===== src/rtl/srx_pkg.sv =====
package srx_pkg;
  typedef struct packed {
    logic full;
    logic ovr;
    logic fer;
    logic per;
  } srx_flags_t;

  function automatic logic any_error(input srx_flags_t f);
    return f.ovr | f.fer | f.per;
  endfunction

  // Reception is stopped by a live error, or by a past error whose full flag is still up.
  function automatic logic rx_stopped(input srx_flags_t f, input logic hold);
    return any_error(f) | (hold & f.full);
  endfunction
endpackage


===== src/rtl/srx_edge_sync.sv =====
module srx_edge_sync #(
  parameter int STAGES = 2
) (
  input  logic clk,
  input  logic rst_n,
  input  logic sclk_async,
  input  logic sdata_async,
  output logic sclk_rise,
  output logic sdata_bit
);
  logic [STAGES-1:0] ck_q;
  logic [STAGES-1:0] dt_q;
  logic              ck_prev;

  always_ff @(posedge clk or negedge rst_n) begin
    if (!rst_n) begin
      ck_q    <= '0;
      dt_q    <= '0;
      ck_prev <= 1'b0;
    end else begin
      ck_q    <= {ck_q[STAGES-2:0], sclk_async};
      dt_q    <= {dt_q[STAGES-2:0], sdata_async};
      ck_prev <= ck_q[STAGES-1];
    end
  end

  assign sclk_rise = ck_q[STAGES-1] & ~ck_prev;
  assign sdata_bit = dt_q[STAGES-1];
endmodule


===== src/rtl/srx_shifter.sv =====
module srx_shifter #(
  parameter int DATA_W = 8
) (
  input  logic              clk,
  input  logic              rst_n,
  input  logic              active,
  input  logic              bit_strobe,
  input  logic              bit_val,
  output logic              frame_done,
  output logic [DATA_W-1:0] frame_data
);
  localparam int CNT_W = (DATA_W > 1) ? $clog2(DATA_W) : 1;
  localparam logic [CNT_W-1:0] LAST_IDX = CNT_W'(DATA_W - 1);

  logic [CNT_W-1:0]  cnt_q;
  logic [DATA_W-1:0] sh_q;
  logic              last_bit;

  // Right shift: newest bit enters at the top, so the first bit ends at bit 0.
  function automatic logic [DATA_W-1:0] shift_in(input logic [DATA_W-1:0] cur, input logic b);
    return {b, cur[DATA_W-1:1]};
  endfunction

  assign last_bit   = (cnt_q == LAST_IDX);
  assign frame_done = active & bit_strobe & last_bit;
  assign frame_data = shift_in(sh_q, bit_val);

  always_ff @(posedge clk or negedge rst_n) begin
    if (!rst_n) begin
      cnt_q <= '0;
      sh_q  <= '0;
    end else if (!active) begin
      cnt_q <= '0;
      sh_q  <= '0;
    end else if (bit_strobe) begin
      sh_q  <= frame_data;
      cnt_q <= last_bit ? '0 : cnt_q + 1'b1;
    end
  end
endmodule


===== src/rtl/srx_status.sv =====
module srx_status
  import srx_pkg::*;
#(
  parameter int DATA_W = 8
) (
  input  logic              clk,
  input  logic              rst_n,
  input  logic              frame_done,
  input  logic [DATA_W-1:0] frame_data,
  input  logic              set_fer,
  input  logic              set_per,
  input  logic              clr_full,
  input  logic              clr_ovr,
  input  logic              clr_fer,
  input  logic              clr_per,
  output logic [DATA_W-1:0] data_q,
  output srx_flags_t        flags_q,
  output logic              stopped
);
  logic hold_q;
  logic load_evt;
  logic ovr_evt;

  assign load_evt = frame_done & ~flags_q.full;
  assign ovr_evt  = frame_done &  flags_q.full;
  assign stopped  = rx_stopped(flags_q, hold_q);

  always_ff @(posedge clk or negedge rst_n) begin
    if (!rst_n) begin
      data_q  <= '0;
      flags_q <= '0;
      hold_q  <= 1'b0;
    end else begin
      if (load_evt) data_q <= frame_data;
      flags_q.full <= load_evt | (flags_q.full & ~clr_full);
      flags_q.ovr  <= ovr_evt  | (flags_q.ovr  & ~clr_ovr);
      flags_q.fer  <= set_fer  | (flags_q.fer  & ~clr_fer);
      flags_q.per  <= set_per  | (flags_q.per  & ~clr_per);
      if (any_error(flags_q))  hold_q <= 1'b1;
      else if (!flags_q.full)  hold_q <= 1'b0;
    end
  end
endmodule


===== src/rtl/sync_serial_rx.sv =====
module sync_serial_rx
  import srx_pkg::*;
#(
  parameter int DATA_W      = 8,
  parameter int SYNC_STAGES = 2
) (
  input  logic              clk,
  input  logic              rst_n,
  input  logic              rx_en,
  input  logic              sclk_in,
  input  logic              sdata_in,
  input  logic              irq_en,
  input  logic              err_frame_in,
  input  logic              err_parity_in,
  input  logic              clr_full,
  input  logic              clr_ovr,
  input  logic              clr_fer,
  input  logic              clr_per,
  output logic [DATA_W-1:0] rd_data,
  output logic              flag_full,
  output logic              flag_ovr,
  output logic              flag_fer,
  output logic              flag_per,
  output logic              irq_rx,
  output logic              irq_err
);
  logic              evt_bit;
  logic              evt_bit_val;
  logic              evt_frame_done;
  logic [DATA_W-1:0] frame_byte;
  logic              rx_active;
  logic              rx_stop;
  srx_flags_t        flags;

  srx_edge_sync #(.STAGES(SYNC_STAGES)) u_sync (
    .clk         (clk),
    .rst_n       (rst_n),
    .sclk_async  (sclk_in),
    .sdata_async (sdata_in),
    .sclk_rise   (evt_bit),
    .sdata_bit   (evt_bit_val)
  );

  assign rx_active = rx_en & ~rx_stop;

  srx_shifter #(.DATA_W(DATA_W)) u_shift (
    .clk        (clk),
    .rst_n      (rst_n),
    .active     (rx_active),
    .bit_strobe (evt_bit),
    .bit_val    (evt_bit_val),
    .frame_done (evt_frame_done),
    .frame_data (frame_byte)
  );

  srx_status #(.DATA_W(DATA_W)) u_stat (
    .clk        (clk),
    .rst_n      (rst_n),
    .frame_done (evt_frame_done),
    .frame_data (frame_byte),
    .set_fer    (err_frame_in),
    .set_per    (err_parity_in),
    .clr_full   (clr_full),
    .clr_ovr    (clr_ovr),
    .clr_fer    (clr_fer),
    .clr_per    (clr_per),
    .data_q     (rd_data),
    .flags_q    (flags),
    .stopped    (rx_stop)
  );

  assign flag_full = flags.full;
  assign flag_ovr  = flags.ovr;
  assign flag_fer  = flags.fer;
  assign flag_per  = flags.per;
  assign irq_rx    = irq_en & flags.full;
  assign irq_err   = irq_en & any_error(flags);
endmodule


===== config.mk =====
export PLATFORM = sky130hd
export DESIGN_NAME = sync_serial_rx
export DESIGN_NICKNAME = d
export VERILOG_FILES = /design/src/rtl/srx_pkg.sv /design/src/rtl/srx_edge_sync.sv /design/src/rtl/srx_shifter.sv /design/src/rtl/srx_status.sv /design/src/rtl/sync_serial_rx.sv
export SDC_FILE = /design/constraint.sdc
export NUM_CORES = 1
export LEC_CHECK = 0
export ABC_AREA = 0
export CAP_MARGIN = 30
export CORE_MARGIN = 10
export CORE_UTILIZATION = 40
export CTS_CLUSTER_SIZE = 30
export DETAILED_ROUTE_END_ITERATION = 12
export GPL_ROUTABILITY_DRIVEN = 0
export PLACE_DENSITY_LB_ADDON = 0.08
export SYNTH_ARGS = -nofsm -noshare
export SYNTH_HDL_FRONTEND = slang
export SYNTH_SLANG_ARGS = --single-unit

===== constraint.sdc =====
create_clock -name clk -period 2.55 [get_ports clk]
set_input_delay 0.51 -clock clk [delete_from_list [all_inputs] [get_ports clk]]
set_output_delay 0.51 -clock clk [all_outputs]
set_load 0.01 [all_outputs]

==> impl_metrics.env, run 1 <==
export IMPL_status="finished clean"
export IMPL_crit_family="simple AND/OR/NAND/NOR gates"
export IMPL_layout_commonest_cell="dfrtp_1"
export IMPL_initialDrtViolationCount=28
export IMPL_grt_usage_pct=8.54
export IMPL_cts_max_path_buffers=2
export IMPL_dieArea_sq_mm=0.00520
export IMPL_rsz0062_at_grt="false"
export IMPL_cts_resized=0
export IMPL_diodes=0
export IMPL_clk_latency_ns=0.33
export IMPL_coreArea_sq_mm=0.00254
export IMPL_regArea_sq_um=701
export IMPL_detail_route_antenna_nets=0
export IMPL_drive_gt1_share_pct=14.4
export IMPL_finalCritPeriodShare_pct=91.6
export IMPL_grt_pass1_vias=745
export IMPL_min_from="u_sync.dt_q[0]"
export IMPL_fmax_mhz=428
export IMPL_cts_buffers=3
export IMPL_multi_input_area_sq_um=360
export IMPL_h_tree_depth=1
export IMPL_synth_warnings=0
export IMPL_wl_per_cell_microns=13.9
export IMPL_cts_tree="yes"
export IMPL_hp_class="flop to flop"
export IMPL_cp_slowest_cell="clkdlybuf4s50_1"
export IMPL_crit_type="flop to primary output"
export IMPL_ff2ff_path_depth=6
export IMPL_grt_ovfl_total=0
export IMPL_cpPeakStageDelay_ns=0.47
export IMPL_ios=26
export IMPL_synthCells=90
export IMPL_p_clk_share_pct=29.9
export IMPL_via_per_inst=4.82
export IMPL_path_max_fanout=4
export IMPL_row_count=18
export IMPL_pwr_share_comb_pct=6.9
export IMPL_post_cts_buffers=0
export IMPL_p_per_area_mw_per_mm2=510
export IMPL_fin_worst_skew_ns=0.00325
export IMPL_dp_hpwl_microns=1470
export IMPL_crit_path_cell_trace="or3_4, and2_2, clkdlybuf4s50_1"
export IMPL_fillers=216
export IMPL_hold_violations=0
export IMPL_grt_first_pass_wirelength_microns=3540
export IMPL_drcViolationCount=0
export IMPL_start_util_pct=42.7
export IMPL_layout_nets=133
export IMPL_setup_viol=0
export IMPL_crit_path_start_kind="flop"
export IMPL_routed_via_count=714
export IMPL_r2r_slack_ns=0.78
export IMPL_syn_nets=104
export IMPL_grt_max_degree=29
export IMPL_syn_area_sq_mm=0.00109
export IMPL_pwr_share_seq_pct=63.2
export IMPL_design_area_sq_mm=0.00142
export IMPL_maxSlewHeadroom_pct=58.8
export IMPL_final_min_clock_period_ns=2.34
export IMPL_hold_path_cell_count=0
export IMPL_final_util_pct=55.6
export IMPL_hold_buffers=0
export IMPL_r2r_end="u_stat.data_q[7]"
export IMPL_place_area_sq_mm=0.00138
export IMPL_p_sw_uw=155
export IMPL_die_x_microns=72.1
export IMPL_r2r_start="u_shift.cnt_q[0]"
export IMPL_ys_types=21
export IMPL_avgSynthCellArea_sq_um=12.1
export IMPL_irDropWorstVdd_v=0.000384
export IMPL_routed_wl_microns=2060
export IMPL_antenna_found_initial=0
export IMPL_worst_path_buf_inv=1
export IMPL_cp_end_kind="primary output"
export IMPL_clockRootBuffer="clkbuf_4"
export IMPL_timing_max_transition_violations_final=0
export IMPL_max_cap_violations=0
export IMPL_worstHoldEndpoint="u_sync.dt_q[1]"
export IMPL_portBuffers=25
export IMPL_power_leakage_nw=0.616
export IMPL_p_int_uw=566
export IMPL_worst_slew_pin_slew_ns=0.616
export IMPL_finalSetupTns_ns=0
export IMPL_die_h_microns=72.1
export IMPL_ys_ff_latch=28
export IMPL_cp_data_required_time_ns=2.04
export IMPL_crit_arrival_ns=1.83
export IMPL_hold_worst_slack_ns=0.374
export IMPL_clk_pin_slew_ns=0.14
export IMPL_layout_common_cells="28 x dfrtp_1, 25 x clkdlybuf4s50_1, 21 x nand2_1"
export IMPL_area_delta_synth_final_pct=30.1
export IMPL_fin_total_pwr_uw=721
export IMPL_yosysSeqAreaShare_pct=64.4
export IMPL_swShare_pct=21.6
export IMPL_cts_sinks=28
export IMPL_first_pass_iters=4
-- flip-flops by register name (all words and copies together) (netlist names) --
name            cells
u_stat.hold_q       1
u_sync.ck_prev      1
u_shift.sh_q        7
u_stat.data_q       8
u_sync.ck_q         2
u_sync.dt_q         2
u_stat.flags_q      4
u_shift.cnt_q       3
-- power by group through the flow --
stage	Sequential, mW	Combinational, mW	Clock (mW)
2_1_floorplan	0.464	0.0143	0
3_3_place_gp	0.464	0.0507	0
3_5_place_dp	0.464	0.0508	0
4_1_cts	0.456	0.0511	0.221
5_1_grt	0.457	0.0550	0.248
6_report	0.456	0.0496	0.216
-- area by class of cell --
type                       instances  area share (%)
clock buffer                       4            2.56
inverter                           4            1.06
multi-input combinational         55            25.5
sequential                        28            49.5
tap                               30            2.65
timing repair buffer              27            18.7
-- cell families after synthesis --
| logic type | Yosys count | synth area share, % |
|---|---|---|
| buf+inv | 7 | 2.42 |
| compound gates | 14 | 7.48 |
| mux | 8 | 8.29 |
| fa+ha+maj | 2 | 2.30 |
| simple gates | 31 | 15.1 |
| flops | 28 | 64.4 |
-- worst max path at each step --
stage / from / slack, ns / end / cells after the start
after global placement: irq_en / 0.41 / irq_err / 3
after detailed placement: irq_en / 0.42 / irq_err / 3
after floorplan: u_stat.flags_q[2] / 0.75 / u_stat.data_q[0] / 3
final: u_stat.flags_q[2] / 0.21 / irq_err / 3
after CTS: u_stat.flags_q[2] / 0.20 / irq_err / 3
after global routing: u_stat.flags_q[2] / 0.11 / irq_err / 3
-- worst register-to-register path, cell delays in order, from the launching register on --
cell and delay [ns]:
dfrtp_1 0.39, ha_1 0.16, ha_1 0.16, nand3b_1 0.16, nor4b_4 0.24, buf_4 0.22
mux2_2 0.35
-- per-stage QoR --
stage	cells	worst slack, ns
finish	148	0.214
floorplan	90	0.752
global route	148	0.115
detailed placement	144	0.418
CTS	148	0.196
global placement	144	0.414
-- metal layers --
metal | wire, microns | track usage, % | vias up
li1 | - | - | 356
met1 | 937 | 11.0 | 334
met2 | 937 | 11.8 | 19
met3 | 129 | 2.72 | 5
met4 | 58 | 5.81 | 0
met5 | 0 | 0 | -
-- Yosys cell counts --
library cell | count | share of area [%]
and2_1 | 1 | 0.58
a21oi_1 | 10 | 4.6
nor2b_1 | 1 | 0.58
dfrtp_1 | 28 | 64
mux2_2 | 8 | 8.3
clkbuf_1 | 2 | 0.69
buf_1 | 1 | 0.34
a21o_1 | 2 | 1.4
nand3_1 | 1 | 0.46
o21bai_1 | 1 | 0.69
nand2_1 | 21 | 7.3
or3_4 | 1 | 1.0
nor3_1 | 1 | 0.46
inv_1 | 4 | 1.4
or3_1 | 1 | 0.58
nand3b_1 | 1 | 0.69
and2_2 | 1 | 0.69
nor4b_4 | 1 | 2.2
o32ai_1 | 1 | 0.81
ha_1 | 2 | 2.3
nand2b_1 | 1 | 0.58
Power figures use the tool's default switching activity.
==> inputs of run 2 (changes only) <==
--- a/config.mk
+++ b/config.mk
@@ -6,7 +6,9 @@
 export NUM_CORES = 1
 export LEC_CHECK = 0
 export ABC_AREA = 0
+export ABC_CLOCK_PERIOD_IN_PS = 2260
 export CAP_MARGIN = 30
+export CORE_ASPECT_RATIO = 1.25
 export CORE_MARGIN = 10
 export CORE_UTILIZATION = 40
 export CTS_CLUSTER_SIZE = 30
==> constraint.sdc (replaced) <==
create_clock -name clk -period 2.26 [get_ports clk]
set_input_delay 0.452 -clock clk [delete_from_list [all_inputs] [get_ports clk]]
set_output_delay 0.452 -clock clk [all_outputs]
set_load 0.01 [all_outputs]
==> impl_metrics.env, run 2 (synthesis results as in run 1) <==
export IMPL_hold_violations=0
export IMPL_clk_latency_ns=0.32
export IMPL_crit_type="flop to primary output"
export IMPL_layout_nets=136
export IMPL_cts_buffers=3
export IMPL_diodes=0
export IMPL_detail_route_antenna_nets=0
export IMPL_final_util_pct=54.3
export IMPL_routed_via_count=727
export IMPL_initialDrtViolationCount=25
export IMPL_wl_per_cell_microns=14.0
export IMPL_clk_pin_slew_ns=0.14
export IMPL_layout_commonest_cell="dfrtp_1"
export IMPL_dp_hpwl_microns=1610
export IMPL_dpl_worst_slack_ns=0.223
export IMPL_cts_max_path_buffers=2
export IMPL_path_max_fanout=2
export IMPL_antenna_found_initial=0
export IMPL_max_cap_violations=0
export IMPL_final_min_clock_period_ns=2.05
export IMPL_portBuffers=25
export IMPL_cts_tree="yes"
export IMPL_hold_worst_slack_ns=0.365
export IMPL_routed_wl_microns=2170
export IMPL_largest_reg_flops=8
export IMPL_crit_family="simple AND/OR/NAND/NOR gates"
export IMPL_area_delta_synth_final_pct=32.6
export IMPL_ios=26
export IMPL_finalSetupTns_ns=0
export IMPL_instances_no_fill=155
export IMPL_clockRootBuffer="clkbuf_4"
export IMPL_crit_path_start_kind="flop"
export IMPL_fmax_mhz=488
export IMPL_cpPeakStageDelay_ns=0.40
export IMPL_cp_slowest_cell="dfrtp_1"
export IMPL_top_register="u_stat.data_q"
export IMPL_power_leakage_nw=0.632
export IMPL_start_util_pct=41.0
export IMPL_worst_path_buf_inv=1
export IMPL_maxSlewHeadroom_pct=57.2
export IMPL_coreArea_sq_mm=0.00265
export IMPL_h_tree_depth=1
export IMPL_grt_ovfl_total=0
export IMPL_dieArea_sq_mm=0.00522
export IMPL_die_h_microns=78.3
export IMPL_status="finished clean"
export IMPL_final_setup_worst_slack_ns=0.212
export IMPL_cts_sinks=28
export IMPL_worst_slew_pin_slew_ns=0.641
export IMPL_irDropWorstVdd_v=0.000469
export IMPL_drcViolationCount=0
export IMPL_via_per_inst=4.69
export IMPL_grt_usage_pct=8.93
export IMPL_die_x_microns=66.6
export IMPL_cp_end_kind="primary output"
export IMPL_grt_first_pass_wirelength_microns=3640
export IMPL_fin_worst_skew_ns=0.00259
export IMPL_row_count=21
export IMPL_hold_buffers=0
export IMPL_p_per_area_mw_per_mm2=561
export IMPL_cp_data_required_time_ns=1.81
export IMPL_rsz0062_at_grt="false"
export IMPL_setup_viol=0
export IMPL_crit_path_cell_trace="or3_4, and2_2, dlygate4sd2_1"
export IMPL_finalCritPeriodShare_pct=90.6
export IMPL_place_inst=149
export IMPL_largestRegisters="u_stat.data_q x8, u_shift.sh_q x7, u_stat.flags_q x4"
export IMPL_crit_arrival_ns=1.60
export IMPL_timing_max_transition_violations_final=0
export IMPL_drive_gt1_share_pct=16.5
export IMPL_layout_common_cells="28 x dfrtp_1, 24 x clkdlybuf4s50_1, 21 x nand2_1"
export IMPL_grt_max_degree=29
export IMPL_hp_class="flop to flop"
export IMPL_first_pass_iters=2
export IMPL_grt_pass1_vias=779
[run 2: cell count changes in the layout (fill, tap and decap cells not counted)]
cell,change
dlygate4sd2_1,+1
clkdlybuf4s50_1,-1
buf_4,+3
[run 2: routing by layer]
layer / track usage, % / vias to the layer above / part of all wire, %
li1: - / 362 / -
met1: 9.95 / 341 / 43
met2: 14.7 / 20 / 48
met3: 3.27 / 4 / 7.4
met4: 3.78 / 0 / 1.4
met5: 0 / - / 0
[run 2: final cells by class]
class | count | area (sq um)
multi-input combinational | 55 | 360
inverter | 4 | 15.0
fill | 241 | 1210
sequential | 28 | 701
tap | 34 | 42.5
clock buffer | 4 | 36.3
timing repair buffer | 30 | 287
[run 2: power breakdown]
part | internal, mW | switching (mW)
logic | 0.0317 | 0.0265
clock network | 0.0985 | 0.138
registers | 0.509 | 0.00473
[run 2: path summary, 6_finish.rpt]
path	cells after the start	slack, ns	to	startpoint
worst max-delay path	3	0.21	irq_err	u_stat.flags_q[2]
worst min-delay path	0	0.37	u_sync.ck_q[1]	u_sync.ck_q[0]
worst max register to register	6	0.49	u_stat.data_q[0]	u_shift.cnt_q[0]
worst min register to register	0	0.37	u_sync.ck_q[1]	u_sync.ck_q[0]
max in group asynchronous	2	1.52	u_stat.flags_q[0]	rst_n
min in group asynchronous	2	0.48	u_stat.flags_q[3]	rst_n
[run 2: per-stage QoR]
stage               total power [mW]  area (sq um)
finish                         0.809          1440
global route                   0.850          1440
CTS                            0.822          1440
detailed placement             0.582          1390
global placement               0.581          1390
floorplan                      0.540          1090
[run 2: timing repair]
action,in CTS,in global routing
endpoints found under the hold margin,0,0
setup endpoints to repair,1,0
resized for setup,1,0
buffers inserted,2,0
==> inputs of run 3 (changes only) <==
--- a/config.mk
+++ b/config.mk
@@ -6,7 +6,7 @@
 export NUM_CORES = 1
 export LEC_CHECK = 0
 export ABC_AREA = 0
-export ABC_CLOCK_PERIOD_IN_PS = 2260
+export ABC_CLOCK_PERIOD_IN_PS = 2070
 export CAP_MARGIN = 30
 export CORE_ASPECT_RATIO = 1.25
 export CORE_MARGIN = 10
@@ -15,6 +15,7 @@
 export DETAILED_ROUTE_END_ITERATION = 12
 export GPL_ROUTABILITY_DRIVEN = 0
 export PLACE_DENSITY_LB_ADDON = 0.08
+export SKIP_LAST_GASP = 1
 export SYNTH_ARGS = -nofsm -noshare
 export SYNTH_HDL_FRONTEND = slang
 export SYNTH_SLANG_ARGS = --single-unit
==> constraint.sdc (replaced) <==
create_clock -name clk -period 2.07 [get_ports clk]
set_input_delay 0.414 -clock clk [delete_from_list [all_inputs] [get_ports clk]]
set_output_delay 0.414 -clock clk [all_outputs]
set_load 0.01 [all_outputs]
==> impl_metrics.env, run 3 (synthesis results as in run 1) <==
export IMPL_routed_via_count=751
export IMPL_hp_class="flop to flop"
export IMPL_worst_slew_pin_slew_ns=0.608
export IMPL_clk_latency_ns=0.32
export IMPL_cts_max_path_buffers=2
export IMPL_top_register="u_stat.data_q"
export IMPL_ios=26
export IMPL_r2r_start="u_stat.flags_q[1]"
export IMPL_place_inst=149
export IMPL_clockRootBuffer="clkbuf_4"
export IMPL_grt_first_pass_wirelength_microns=3370
export IMPL_cp_startpoint="u_stat.flags_q[1]"
export IMPL_drive_gt1_share_pct=18.5
export IMPL_fillers=234
export IMPL_initialDrtViolationCount=27
export IMPL_fin_worst_skew_ns=0.00321
export IMPL_first_pass_iters=3
export IMPL_cp_data_required_time_ns=1.66
export IMPL_wl_per_cell_microns=12.8
export IMPL_h_tree_depth=1
export IMPL_hold_buffers=0
export IMPL_p_per_area_mw_per_mm2=606
export IMPL_power_leakage_nw=0.646
export IMPL_finalSetupTns_ns=0
export IMPL_irDropWorstVdd_v=0.000439
export IMPL_layout_nets=139
export IMPL_finalCritPeriodShare_pct=95.9
export IMPL_ff2ff_path_depth=5
export IMPL_layout_common_cells="28 x dfrtp_1, 24 x clkdlybuf4s50_1, 21 x nand2_1"
export IMPL_hold_violations=0
export IMPL_layout_commonest_cell="dfrtp_1"
export IMPL_grt_pass1_vias=752
export IMPL_detail_route_antenna_nets=0
export IMPL_via_per_inst=4.75
export IMPL_largest_reg_flops=8
export IMPL_largestRegisters="u_stat.data_q x8, u_shift.sh_q x7, u_stat.flags_q x4"
export IMPL_dieArea_sq_mm=0.00522
export IMPL_grt_ovfl_total=0
export IMPL_maxSlewHeadroom_pct=59.4
export IMPL_area_delta_synth_final_pct=34.6
export IMPL_portBuffers=25
export IMPL_instances_no_fill=158
export IMPL_crit_type="flop to primary output"
export IMPL_setup_viol=0
export IMPL_worst_path_buf_inv=1
export IMPL_start_util_pct=41.0
export IMPL_coreArea_sq_mm=0.00265
export IMPL_row_count=21
export IMPL_cts_tree="yes"
export IMPL_fmax_mhz=504
export IMPL_crit_path_start_kind="flop"
export IMPL_max_cap_violations=0
export IMPL_crit_family="simple AND/OR/NAND/NOR gates"
export IMPL_routed_wl_microns=2020
export IMPL_clk_pin_slew_ns=0.14
export IMPL_drcViolationCount=0
export IMPL_final_min_clock_period_ns=1.98
export IMPL_cts_buffers=3
export IMPL_regArea_sq_um=701
export IMPL_antenna_found_initial=0
export IMPL_hold_path_cell_count=0
export IMPL_crit_path_cell_trace="or3_4, and2_2, dlygate4sd2_1"
export IMPL_die_h_microns=78.3
export IMPL_die_x_microns=66.6
export IMPL_cp_slowest_cell="dfrtp_1"
export IMPL_path_depth=3
export IMPL_diodes=0
export IMPL_status="finished clean"
export IMPL_dp_hpwl_microns=1450
export IMPL_multi_input_area_sq_um=360
export IMPL_grt_max_degree=29
export IMPL_min_from="u_sync.ck_q[0]"
export IMPL_cts_sinks=28
export IMPL_crit_arrival_ns=1.57
export IMPL_grt_usage_pct=7.99
export IMPL_path_max_fanout=2
export IMPL_timing_max_transition_violations_final=0
export IMPL_cp_end_kind="primary output"
export IMPL_rsz0062_at_grt="false"
export IMPL_cpPeakStageDelay_ns=0.41
-- run 3: cell count changes in the layout (fill, tap and decap cells not counted), sizes merged --
| cell | before | now |
|---|---|---|
| buf | 5 | 8 |
-- run 3: final cells by class --
| cell class | instances | share of cell area (%) |
|---|---|---|
| inverters | 4 | 1.03 |
| flip-flops and latches | 28 | 47.9 |
| well taps | 34 | 2.91 |
| clock buffers | 4 | 2.48 |
| multi-input cells | 55 | 24.6 |
| repair buffers | 33 | 21.1 |
-- run 3: what timing repair did --
item | 4_1_cts | 5_1_grt
setup buffers | 2 | 3
setup endpoints to repair | 1 | 1
gates cloned | 0 | 0
pin swaps | 0 | 1
endpoints found under the hold margin | 0 | 0
resized for setup | 1 | 0
-- run 3: stage by stage --
step | total power, mW | hold slack (ns) | instance area, sq um | setup slack [ns] | utilization, %
after CTS | 0.903 | 0.369 | 1440 | 0.0349 | 54.3
after detailed placement | 0.635 | 0.336 | 1390 | 0.117 | 52.4
after floorplan | 0.590 | 0.118 | 1090 | 0.272 | -
after global routing | 0.933 | 0.377 | 1460 | 0.0218 | 55.2
after global placement | 0.634 | 0.333 | 1390 | 0.123 | 52.4
final | 0.887 | 0.365 | 1460 | 0.0852 | 55.2
-- run 3: path summary, 6_finish.rpt --
kind                                          end  slack, ns
worst max-delay path                      irq_err       0.09
worst min register to register     u_sync.ck_q[1]       0.37
min in group asynchronous          u_sync.ck_prev       0.45
worst min-delay path               u_sync.ck_q[1]       0.37
max in group asynchronous       u_stat.flags_q[1]       1.37
worst max register to register   u_stat.data_q[0]       0.24
-- run 3: worst reg2reg max path, stage by stage (launching register included) --
cell	delay, ns
dfrtp_1	0.41
or3_4	0.38
buf_4	0.15
nor4b_4	0.23
buf_4	0.22
mux2_2	0.35
-- run 3: where the power goes --
part	internal [mW]	switching, mW
combinational	0.0387	0.0297
sequential	0.556	0.00494
clock	0.108	0.150
total	0.702	0.185
-- run 3: per-layer routing --
| layer | vias to the layer above | global-route usage [%] | wire length (microns) |
|---|---|---|---|
| met3 | 2 | 2.70 | 150 |
| met1 | 362 | 9.19 | 914 |
| met2 | 18 | 12.8 | 940 |
| met4 | 0 | 3.78 | 16 |
| met5 | - | 0 | 0 |
| li1 | 369 | - | - |
